**config.mk**
```make
export PLATFORM = sky130hd
export DESIGN_NAME = mw_eeprom
export DESIGN_NICKNAME = d
export VERILOG_FILES = /design/src/rtl/mw_pkg.sv /design/src/rtl/mw_sync.sv /design/src/rtl/mw_prog_timer.sv /design/src/rtl/mw_word_array.sv /design/src/rtl/mw_eeprom.sv
export SDC_FILE = /design/constraint.sdc
export NUM_CORES = 2
export LEC_CHECK = 0
export BUFFER_PORTS_ARGS = -buffer_cell sky130_fd_sc_hd__clkbuf_2
export CAP_MARGIN = 20
export CELL_PAD_IN_SITES_DETAIL_PLACEMENT = 0
export CELL_PAD_IN_SITES_GLOBAL_PLACEMENT = 2
export CORE_MARGIN = 2
export CORE_UTILIZATION = 42
export DETAILED_ROUTE_END_ITERATION = 8
export MAX_ROUTING_LAYER = met4
export PLACE_DENSITY = 0.81
export SYNTH_ARGS = -nofsm -noshare
export SYNTH_HDL_FRONTEND = slang
export SYNTH_SLANG_ARGS = --single-unit
```
**constraint.sdc**
```tcl
create_clock -name clk -period 4 [get_ports clk]
set_input_delay 0.2 -clock clk [delete_from_list [all_inputs] [get_ports clk]]
set_output_delay 0.2 -clock clk [all_outputs]
set_load 0.02 [all_outputs]
```
**src/rtl/mw_pkg.sv**
```systemverilog
package mw_pkg;

    typedef enum logic [2:0] {
        ST_IDLE,
        ST_OPC,
        ST_ADDR,
        ST_RDATA,
        ST_WDATA,
        ST_ARMED,
        ST_BUSY
    } mw_state_e;

    typedef enum logic [2:0] {
        CMD_READ,
        CMD_WRITE,
        CMD_ERASE,
        CMD_WRALL,
        CMD_ERALL,
        CMD_WEN,
        CMD_WDIS
    } mw_cmd_e;

    // The opcode picks the command; opcode 00 borrows the top two address bits.
    function automatic mw_cmd_e mw_decode(input logic [1:0] op, input logic [1:0] sub);
        mw_cmd_e c;
        case (op)
            2'b10:   c = CMD_READ;
            2'b01:   c = CMD_WRITE;
            2'b11:   c = CMD_ERASE;
            default: begin
                case (sub)
                    2'b01:   c = CMD_WRALL;
                    2'b10:   c = CMD_ERALL;
                    2'b11:   c = CMD_WEN;
                    default: c = CMD_WDIS;
                endcase
            end
        endcase
        return c;
    endfunction

    function automatic logic mw_is_prog(input mw_cmd_e c);
        return (c == CMD_WRITE) || (c == CMD_ERASE) || (c == CMD_WRALL) || (c == CMD_ERALL);
    endfunction

endpackage

```
**src/rtl/mw_sync.sv**
```systemverilog
module mw_sync (
    input  logic clk,
    input  logic rst_n,
    input  logic cs,
    input  logic sk,
    input  logic di,
    output logic cs_lvl,
    output logic di_lvl,
    output logic sk_rise
);
    logic sk_q;
    logic sk_prev;

    always_ff @(posedge clk or negedge rst_n) begin
        if (!rst_n) begin
            cs_lvl  <= 1'b0;
            di_lvl  <= 1'b0;
            sk_q    <= 1'b0;
            sk_prev <= 1'b0;
        end else begin
            cs_lvl  <= cs;
            di_lvl  <= di;
            sk_q    <= sk;
            sk_prev <= sk_q;
        end
    end

    assign sk_rise = sk_q & ~sk_prev;

endmodule

```
**src/rtl/mw_prog_timer.sv**
```systemverilog
module mw_prog_timer #(
    parameter int CYCLES = 400
) (
    input  logic clk,
    input  logic rst_n,
    input  logic start,
    output logic busy,
    output logic done
);
    localparam int TW = $clog2(CYCLES + 1);

    logic [TW-1:0] cnt_q;

    always_ff @(posedge clk or negedge rst_n) begin
        if (!rst_n)             cnt_q <= '0;
        else if (start)         cnt_q <= TW'(CYCLES);
        else if (cnt_q != '0)   cnt_q <= cnt_q - 1'b1;
    end

    assign busy = (cnt_q != '0);
    assign done = (cnt_q == TW'(1));

    AST_NO_RESTART: assert property (@(posedge clk) disable iff (!rst_n)
        start |-> !busy);

endmodule

```
**src/rtl/mw_word_array.sv**
```systemverilog
module mw_word_array #(
    parameter int WORDS  = 64,
    parameter int DATA_W = 16,
    parameter int IDX_W  = 6
) (
    input  logic              clk,
    input  logic              rst_n,
    input  logic              we_one,
    input  logic              we_all,
    input  logic [IDX_W-1:0]  waddr,
    input  logic [DATA_W-1:0] wdata,
    input  logic [IDX_W-1:0]  raddr,
    output logic [DATA_W-1:0] rdata
);
    logic [DATA_W-1:0] mem_q [WORDS];

    for (genvar g = 0; g < WORDS; g++) begin : g_word
        always_ff @(posedge clk or negedge rst_n) begin
            if (!rst_n)
                mem_q[g] <= '1;
            else if (we_all || (we_one && (waddr == IDX_W'(g))))
                mem_q[g] <= wdata;
        end
    end

    assign rdata = mem_q[raddr];

    AST_ONE_WRITE_KIND: assert property (@(posedge clk) disable iff (!rst_n)
        !(we_one && we_all));

endmodule

```
**src/rtl/mw_eeprom.sv**
```systemverilog
module mw_eeprom
    import mw_pkg::*;
#(
    parameter int WORDS       = 64,
    parameter int DATA_W      = 16,
    parameter int PROG_CYCLES = 400
) (
    input  logic clk,
    input  logic rst_n,
    input  logic cs,
    input  logic sk,
    input  logic di,
    input  logic guard_cancel,
    input  logic supply_low,
    output logic do_data,
    output logic do_oe
);
    localparam int SLOTS = (WORDS > 64) ? 8 : 6;
    localparam int IDX_W = $clog2(WORDS);
    localparam int CNT_W = $clog2((DATA_W > SLOTS) ? DATA_W : SLOTS);

    logic cs_lvl, di_lvl, sk_rise;

    mw_sync u_sync (
        .clk     (clk),
        .rst_n   (rst_n),
        .cs      (cs),
        .sk      (sk),
        .di      (di),
        .cs_lvl  (cs_lvl),
        .di_lvl  (di_lvl),
        .sk_rise (sk_rise)
    );

    mw_state_e         state, state_n;
    mw_cmd_e           cmd_q, cmd_n;
    logic [CNT_W-1:0]  cnt_q, cnt_n;
    logic [1:0]        op_q, op_n;
    logic [SLOTS-1:0]  addr_q, addr_n, addr_full;
    logic [DATA_W-1:0] sh_q, sh_n;
    logic [IDX_W-1:0]  idx_q, idx_n, rd_idx;
    logic              dout_q, dout_n;
    logic              wel_q, wel_n;
    logic              ver_q, ver_n;
    logic              t_start, t_busy, t_done;
    logic              we_one, we_all;
    logic [DATA_W-1:0] wdata, rd_data;

    assign addr_full = {addr_q[SLOTS-2:0], di_lvl};
    assign rd_idx    = (state == ST_ADDR) ? addr_full[IDX_W-1:0] : idx_q + 1'b1;

    mw_word_array #(.WORDS(WORDS), .DATA_W(DATA_W), .IDX_W(IDX_W)) u_array (
        .clk    (clk),
        .rst_n  (rst_n),
        .we_one (we_one),
        .we_all (we_all),
        .waddr  (idx_q),
        .wdata  (wdata),
        .raddr  (rd_idx),
        .rdata  (rd_data)
    );

    mw_prog_timer #(.CYCLES(PROG_CYCLES)) u_timer (
        .clk   (clk),
        .rst_n (rst_n),
        .start (t_start),
        .busy  (t_busy),
        .done  (t_done)
    );

    assign we_one = t_start && ((cmd_q == CMD_WRITE) || (cmd_q == CMD_ERASE));
    assign we_all = t_start && ((cmd_q == CMD_WRALL) || (cmd_q == CMD_ERALL));
    assign wdata  = ((cmd_q == CMD_WRITE) || (cmd_q == CMD_WRALL)) ? sh_q : '1;

    // Next-state and datapath
    always_comb begin
        state_n = state;
        cmd_n   = cmd_q;
        cnt_n   = cnt_q;
        op_n    = op_q;
        addr_n  = addr_q;
        sh_n    = sh_q;
        idx_n   = idx_q;
        dout_n  = dout_q;
        wel_n   = wel_q;
        ver_n   = ver_q;
        t_start = 1'b0;
        unique case (state)
            ST_IDLE: begin
                if (cs_lvl && sk_rise && di_lvl) begin
                    state_n = ST_OPC;
                    cnt_n   = '0;
                    ver_n   = 1'b0;
                end
            end
            ST_OPC: begin
                if (!cs_lvl) state_n = ST_IDLE;
                else if (sk_rise) begin
                    op_n  = {op_q[0], di_lvl};
                    cnt_n = cnt_q + 1'b1;
                    if (cnt_q == CNT_W'(1)) begin
                        state_n = ST_ADDR;
                        cnt_n   = '0;
                    end
                end
            end
            ST_ADDR: begin
                if (!cs_lvl) state_n = ST_IDLE;
                else if (sk_rise) begin
                    addr_n = addr_full;
                    cnt_n  = cnt_q + 1'b1;
                    if (cnt_q == CNT_W'(SLOTS - 1)) begin
                        cmd_n = mw_decode(op_q, addr_full[SLOTS-1:SLOTS-2]);
                        idx_n = addr_full[IDX_W-1:0];
                        cnt_n = '0;
                        case (mw_decode(op_q, addr_full[SLOTS-1:SLOTS-2]))
                            CMD_READ: begin
                                state_n = ST_RDATA;
                                sh_n    = rd_data;
                                dout_n  = 1'b0;
                            end
                            CMD_WRITE, CMD_WRALL: state_n = ST_WDATA;
                            default:              state_n = ST_ARMED;
                        endcase
                    end
                end
            end
            ST_RDATA: begin
                if (!cs_lvl) state_n = ST_IDLE;
                else if (sk_rise) begin
                    dout_n = sh_q[DATA_W-1];
                    if (cnt_q == CNT_W'(DATA_W - 1)) begin
                        sh_n  = rd_data;
                        idx_n = rd_idx;
                        cnt_n = '0;
                    end else begin
                        sh_n  = {sh_q[DATA_W-2:0], 1'b0};
                        cnt_n = cnt_q + 1'b1;
                    end
                end
            end
            ST_WDATA: begin
                if (!cs_lvl || guard_cancel || supply_low) state_n = ST_IDLE;
                else if (sk_rise) begin
                    sh_n  = {sh_q[DATA_W-2:0], di_lvl};
                    cnt_n = cnt_q + 1'b1;
                    if (cnt_q == CNT_W'(DATA_W - 1)) state_n = ST_ARMED;
                end
            end
            ST_ARMED: begin
                if (guard_cancel || supply_low) state_n = ST_IDLE;
                else if (!cs_lvl) begin
                    state_n = ST_IDLE;
                    if (mw_is_prog(cmd_q)) begin
                        if (wel_q) begin
                            state_n = ST_BUSY;
                            t_start = 1'b1;
                        end
                    end else begin
                        wel_n = (cmd_q == CMD_WEN);
                    end
                end
            end
            ST_BUSY: begin
                if (t_done) begin
                    state_n = ST_IDLE;
                    ver_n   = 1'b1;
                end
            end
            default: state_n = ST_IDLE;
        endcase
        if (supply_low) wel_n = 1'b0;
    end

    // State register
    always_ff @(posedge clk or negedge rst_n) begin
        if (!rst_n) begin
            state  <= ST_IDLE;
            cmd_q  <= CMD_WDIS;
            cnt_q  <= '0;
            op_q   <= '0;
            addr_q <= '0;
            sh_q   <= '0;
            idx_q  <= '0;
            dout_q <= 1'b0;
            wel_q  <= 1'b0;
            ver_q  <= 1'b0;
        end else begin
            state  <= state_n;
            cmd_q  <= cmd_n;
            cnt_q  <= cnt_n;
            op_q   <= op_n;
            addr_q <= addr_n;
            sh_q   <= sh_n;
            idx_q  <= idx_n;
            dout_q <= dout_n;
            wel_q  <= wel_n;
            ver_q  <= ver_n;
        end
    end

    // Outputs
    always_comb begin
        do_oe   = 1'b0;
        do_data = 1'b0;
        unique case (state)
            ST_RDATA: begin
                do_oe   = cs_lvl;
                do_data = dout_q;
            end
            ST_BUSY: begin
                do_oe   = cs_lvl;
                do_data = 1'b0;
            end
            ST_IDLE: begin
                do_oe   = cs_lvl && ver_q;
                do_data = 1'b1;
            end
            default: begin
                do_oe   = 1'b0;
                do_data = 1'b0;
            end
        endcase
    end

    AST_LEAD_ZERO: assert property (@(posedge clk) disable iff (!rst_n)
        (state == ST_RDATA && $past(state) == ST_ADDR) |-> !dout_q);

    AST_TIMER_IN_BUSY: assert property (@(posedge clk) disable iff (!rst_n)
        t_busy |-> (state == ST_BUSY));

    AST_BUSY_EXIT: assert property (@(posedge clk) disable iff (!rst_n)
        (state == ST_BUSY) |=> (state == ST_BUSY || state == ST_IDLE));

    AST_LOW_SUPPLY_WEL: assert property (@(posedge clk) disable iff (!rst_n)
        supply_low |=> !wel_q);

    AST_CS_DROP_ABORT: assert property (@(posedge clk) disable iff (!rst_n)
        (!cs_lvl && (state == ST_OPC || state == ST_ADDR || state == ST_WDATA))
        |=> (state == ST_IDLE));

    AST_PROG_NEEDS_WEL: assert property (@(posedge clk) disable iff (!rst_n)
        $rose(t_busy) |-> $past(wel_q));

endmodule

```
* After elaboration in Yosys (flattened, before gate mapping)
Cells that the tools add are included.
Operators by class: add/subtract/negate cells 3, order comparisons 1, equality and inequality tests 110, multiplexer cells 83, bitwise gates (word level) 3, reduce and logical (&&, ||, !) cells 164
Operator list (number):
- $eq 6x6->1 const B | 32
- $mux 16 | 12
- $bmux 16 s6 | 1
- $eq 6x5->1 const B | 16
- $logic_or 1x1->1 | 72
- $logic_and 1x1->1 | 69
- $mux 3 | 20
- $eq 6x4->1 const B | 8
- $mux 4 | 12
- $pmux 16 s3 | 1
- $mux 6 | 7
- $eq 6x3->1 const B | 4
- $ne 2x2->1 const B | 12
- $ne 3x3->1 const B | 7
- $pmux 3 s7 | 1
- $pmux 4 s5 | 1
- $reduce_and 10->1 | 2
- $mux 1 | 18
- $mux 9 | 2
- $pmux 3 s3 | 2
- $eq 3x2->1 const B | 5
- $eq 3x3->1 const B | 5
- $reduce_and 7->1 | 2
- $eq 6x2->1 const B | 2
- 30 further kinds | 51
Storage, ports and cells: bits in registers 1079, bits of input ports 7, output and inout bits 2, logic and storage cells 443

* Logic depth before layout (Yosys ltp)
depth in word-level cells 14, depth in mapped cells 13, mapped depth without buffers 9

* Hierarchy
Synthesis repeated with hierarchy kept, for this count alone.
Unflattened totals: cells, all modules 3353, area total of the unflattened synthesis 51351.8 um^2
By module, submodules not included:
- mw_word_array | times used 1, cells an instance 2997, area each 47998.5 um^2
- mw_eeprom | times used 1, cells an instance 298, area each 2671.3 um^2
- mw_prog_timer | times used 1, cells an instance 53, area each 568.0 um^2
- mw_sync | times used 1, cells an instance 5, area each 113.9 um^2

* Worst setup path after synthesis
No wires, ideal clock.
path kind flip-flop to flip-flop, from register idx_q[0], to register sh_q[12], setup time 0.076 ns, arrival 2.875 ns, data required time 3.924 ns, setup slack 1.048 ns, stages on the path, launching flop included 12, buffers on the path 4, period minus slack after synthesis 2.952 ns, cells stage by stage dfrtp_1 -> clkbuf_1 -> inv_1 -> ha_1 -> mux2i_1 -> buf_2 -> buf_1 -> clkbuf_1 -> mux2_2 -> o211ai_1 -> o311ai_0 -> o21ai_1
Between the ends: word-level cells in the longest chain between the ends 11, elaborated cells on any way between the ends 14, classes of those cells add/sub (1); mux (12); bitwise (1)
RTL lines:
- start, declared | line mw_eeprom.sv:41 | logic [IDX_W-1:0] idx_q, idx_n, rd_idx;
- start signal, assigned | line mw_eeprom.sv:195 | idx_q <= idx_n;
- $add 6x1->6 * | line mw_eeprom.sv:50 | assign rd_idx = (state == ST_ADDR) ? addr_full[IDX_W-1:0] : idx_q + 1'b1;
- $mux 6 * | line mw_eeprom.sv:50
- $not 6->7 (implied by the code) * | line mw_word_array.sv:26 | assign rdata = mem_q[raddr];
- $bmux 16 s6 * | line mw_word_array.sv:26
- $mux 16 (implied by the code) * (2 in a row) | line mw_word_array.sv:26
- $mux 16 | line mw_eeprom.sv:116 | case (mw_decode(op_q, addr_full[SLOTS-1:SLOTS-2]))
- $mux 16 | line mw_eeprom.sv:112 | if (cnt_q == CNT_W'(SLOTS - 1)) begin
- $mux 16 | line mw_eeprom.sv:109 | else if (sk_rise) begin
- $mux 16 | line mw_eeprom.sv:108 | if (!cs_lvl) state_n = ST_IDLE;
- $pmux 16 s3 * | line mw_eeprom.sv:88 | unique case (state)
- end signal, assigned | line mw_eeprom.sv:194 | sh_q <= sh_n;
- end, declared | line mw_eeprom.sv:40 | logic [DATA_W-1:0] sh_q, sh_n;
Mark *: on every way between the ends. The rest lies on a longest branch, timed or not. The select of a mux whose other input is x is not followed. A chain may end at the register's enable or synchronous reset.

* Worst setup path after layout
from register state[0], to register sh_q[5]
Between the ends: word-level cells in the longest chain between the ends 11, elaborated cells on any way between the ends 26, classes of those cells eq/ne (11); mux (12); bitwise (1); reduce/logical (2)
RTL lines:
- start, declared | line mw_eeprom.sv:35 | mw_state_e state, state_n;
- start signal, assigned | line mw_eeprom.sv:189 | state <= state_n;
- $eq 3x2->1 | line mw_eeprom.sv:50, mw_eeprom.sv:88
- $mux 6 | line mw_eeprom.sv:50
- $not 6->7 (implied by the code) | line mw_word_array.sv:26
- $bmux 16 s6 | line mw_word_array.sv:26
- $mux 16 (implied by the code) (2 in a row) | line mw_word_array.sv:26
- $mux 16 | line mw_eeprom.sv:116
- $mux 16 | line mw_eeprom.sv:112
- $mux 16 | line mw_eeprom.sv:109
- $mux 16 | line mw_eeprom.sv:108
- $pmux 16 s3 | line mw_eeprom.sv:88
Several ways; a longest one is shown, not always the timed one. The select of a mux whose other input is x is not followed.

==> run summary <==
cell area after placement - 53560 um2
global route total overflow - 0
number of levels in the clock H-tree - 3
post-layout power - 29.35 mW
core area - 120300 um2
TNS Setup - 0 ns
Max transition margin - 0.3073
Least-Margin Pin Slew - 1.037 ns
synthesized cell area - 51020 um2
first-iteration detailed-routing DRC count - 3002
final standard cell count with taps included and fillers excluded - 6891
share of post-route cells with drive strength above 1 - 0.3131
DRT Pass-1 Iters - 6
Yosys reg bits - 1079
run status - completed
syn avg cell area - 9.629 um2
Power Dens Cells - 508.5 nW/um2
maximum clock skew at final layout - 0.03859 ns
Layout Area Growth over Synthesis - 13.14%
pre-CTS setup slack - 0.05233 ns
most instantiated library cell after synthesis - sky130_fd_sc_hd__a21oi_1
category of the worst setup path capture point - flop
Design Area, Final - 57730 um2
detailed-route DRC error count - 0
kind of launch point of the worst setup path - flop
number of antenna violations at the first check in global routing - 2
register area - 28280 um2
count of placed standard cells including taps - 6655
drt via density - 5.556
unique cell type count in the Yosys netlist - 76
multi-input logic area - 20680 um2
final number of setup-violating endpoints - 0
CTS tree - yes
cell count after synthesis - 5299
Die X - 352.5 um
IR Drop Worst-Case VDD - 497.2 uV
post-route ant nets - 0
clk sinks - 1079
antenna cell count - 0
number of flops mapped to enable cells by yosys - 0
fraction of power spent switching nets - 0.3210
setup repair after global routing missed its margin - no
total clock buffers created by CTS - 120
Clk Tree Root Cell - sky130_fd_sc_hd__clkbuf_16
minimum hold slack - 0.04553 ns
vertical die dimension - 352.5 um
biggest area contributors in the synthesized netlist - sky130_fd_sc_hd__dfstp_2 53%, sky130_fd_sc_hd__a21oi_1 11%, sky130_fd_sc_hd__nor2_1 8.0%, sky130_fd_sc_hd__mux2i_1 5.9%, sky130_fd_sc_hd__nand2_1 3.0%
I/O pins - 9
Initial Util - 0.4242
highest fanout seen on the critical path - 67
max-cap violations - 0
peak clock frequency supported by timing - 0.2641 GHz
Routability Congestion - 0.8762
worst endpoint data arrival time - 4.46 ns
detailed-route via count - 38280
clock edge transition at the registers on the reported setup and hold paths - 0.06 ns
clock network power share - 0.390
combinational power share - 0.227
number of max-slew violations in the final report - 0
dominant synthesized flop cell - sky130_fd_sc_hd__dfstp_2
portion of the post-synthesis area used by sequential elements - 0.5544
share of total power in sequential cells - 0.383
Post-Synthesis Net Count - 5315
worst skew pair latency - 0.76 ns
Ys Warns - 0
vias in the first global route - 37310
maximum number of pins on one net before global-route repair - 136
net switching component of the power - 9.423 mW
share of synthesized registers carrying an async set or reset - 1.000
port buffer count - 8
worst-case setup margin in the final layout - 0.2134 ns
critical path required time - 4.67 ns
overall die area - 124300 um2
post-synthesis cell type with the largest combined area - sky130_fd_sc_hd__dfstp_2
standard-cell row count - 127
total number of nets in the final design - 5191
Filler Cell Count - 11410
Cell Int Power - 19.93 mW
average wire length per cell after detail routing - 23.09 um
first-pass GRT wire length - 242.9 mm
share of the clock period used by the worst path - 0.9467
Total Routed Length - 159.1 mm
category of the critical setup timing path - reg2reg
Util after Layout - 0.4799
post-detail-place hpwl - 98.00 mm
Worst Hold Class - in2async
final critical-path required period - 3.787 ns
Max Buffers Root-to-Sink - 3
Final Hold Fails - 0
proportion of netlist area held by the largest area contributor - 0.5284
cell types with the highest counts after synthesis - 1142 x sky130_fd_sc_hd__a21oi_1, 1088 x sky130_fd_sc_hd__nor2_1, 1026 x sky130_fd_sc_hd__dfstp_2, 414 x sky130_fd_sc_hd__nand2_1, 301 x sky130_fd_sc_hd__mux2i_1
Total GRT Usage - 0.2617
leakage power summed over all cells - 22.10 nW
metal layers:
layer  wire, um  vias up  track usage  part of all wire
met1      72600    19040       0.3531              0.46
li1           -    18160            -                 -
met3       6797      231      0.03301             0.043
met2      75280      853       0.4154              0.47
met5          0        -            -                 0
met4       4425        0      0.07256             0.028
final timing paths:
kind | depth (start not counted) | end | slack (ns) | start
max | 11 | sh_q[5] | 0.21 | state[0]
min | 2 | cmd_q[0] | 0.05 | rst_n
max reg2reg | 11 | sh_q[5] | 0.21 | state[0]
min reg2reg | 0 | u_sync.sk_prev | 0.42 | u_sync.sk_q
max in group asynchronous | 4 | u_array.mem_q[121] | 2.63 | rst_n
min in group clk | 2 | u_sync.cs_lvl | 0.10 | cs
logic make-up after synthesis:
group	Yosys count	share of synthesized area
DFF	1079	0.5544
muxes	345	0.06942
and+or+nand+nor	1699	0.1331
adders and majority gates	10	0.002403
buffers and inverters	534	0.04745
xor gates and xnor gates	14	0.002550
AOI/OAI and AO/OA	1618	0.1907
worst max-delay path, stage by stage, from the launching register on:
cell and delay [ns]:
sky130_fd_sc_hd__dfrtp_1 0.54, sky130_fd_sc_hd__or4b_1 0.74, sky130_fd_sc_hd__o21ai_4 0.25, sky130_fd_sc_hd__buf_12 0.36, sky130_fd_sc_hd__buf_4 0.42, sky130_fd_sc_hd__nand2_1 0.10, sky130_fd_sc_hd__nand3_1 0.12, sky130_fd_sc_hd__o2111a_1 0.29
sky130_fd_sc_hd__o311ai_0 0.20, sky130_fd_sc_hd__clkdlybuf4s18_2 0.31, sky130_fd_sc_hd__buf_4 0.15, sky130_fd_sc_hd__o21ai_1 0.12
power groups by stage:
stage | sequential (mW) | combinational, mW | clock [mW]
final | 11.2 | 6.67 | 11.5
after global routing | 11.2 | 7.05 | 12.1
after CTS | 11.2 | 6.68 | 11.7
after detailed placement | 11.4 | 6.66 | 0
after global placement | 11.4 | 6.67 | 0
after floorplan | 11.3 | 3.74 | 0
cell type report:
class | instances | share of cell area
Timing Repair Buffer | 257 | 0.04406
Sequential cell | 1079 | 0.4900
Inverter | 31 | 0.002016
Multi-Input combinational cell | 3686 | 0.3583
Tap cell | 1612 | 0.03494
Clock buffer | 178 | 0.06121
Clock inverter | 48 | 0.009472
sequential cells by signal, indices dropped and copies added (netlist names), 2 cells and up:
| signal | cells |
|---|---|
| sh_q | 16 |
| cnt_q | 4 |
| op_q | 2 |
| addr_q | 5 |
| cmd_q | 3 |
| u_timer.cnt_q | 9 |
| idx_q | 6 |
| state | 3 |
| u_array.mem_q | 1024 |
layout by cell type, fill, tap and decap left out, drive strengths merged, types with 41 or more instances in the layout:
cell type	instances
o211ai	66
o21ai	101
nand2	414
dfrtp	53
dfstp	1026
buf	242
a21oi	1178
nor2	1088
nand3	99
mux2i	301
mux2	41
a221oi	88
clkbuf	185
timing repair:
action | CTS | global route
resized for setup | 0 | 2
hold buffers | 6 | 0
setup buffers | 0 | 4
endpoints found under the hold margin | 70 | 0
endpoints found under the setup margin | 0 | 4
(Power assumes the default switching activity.)
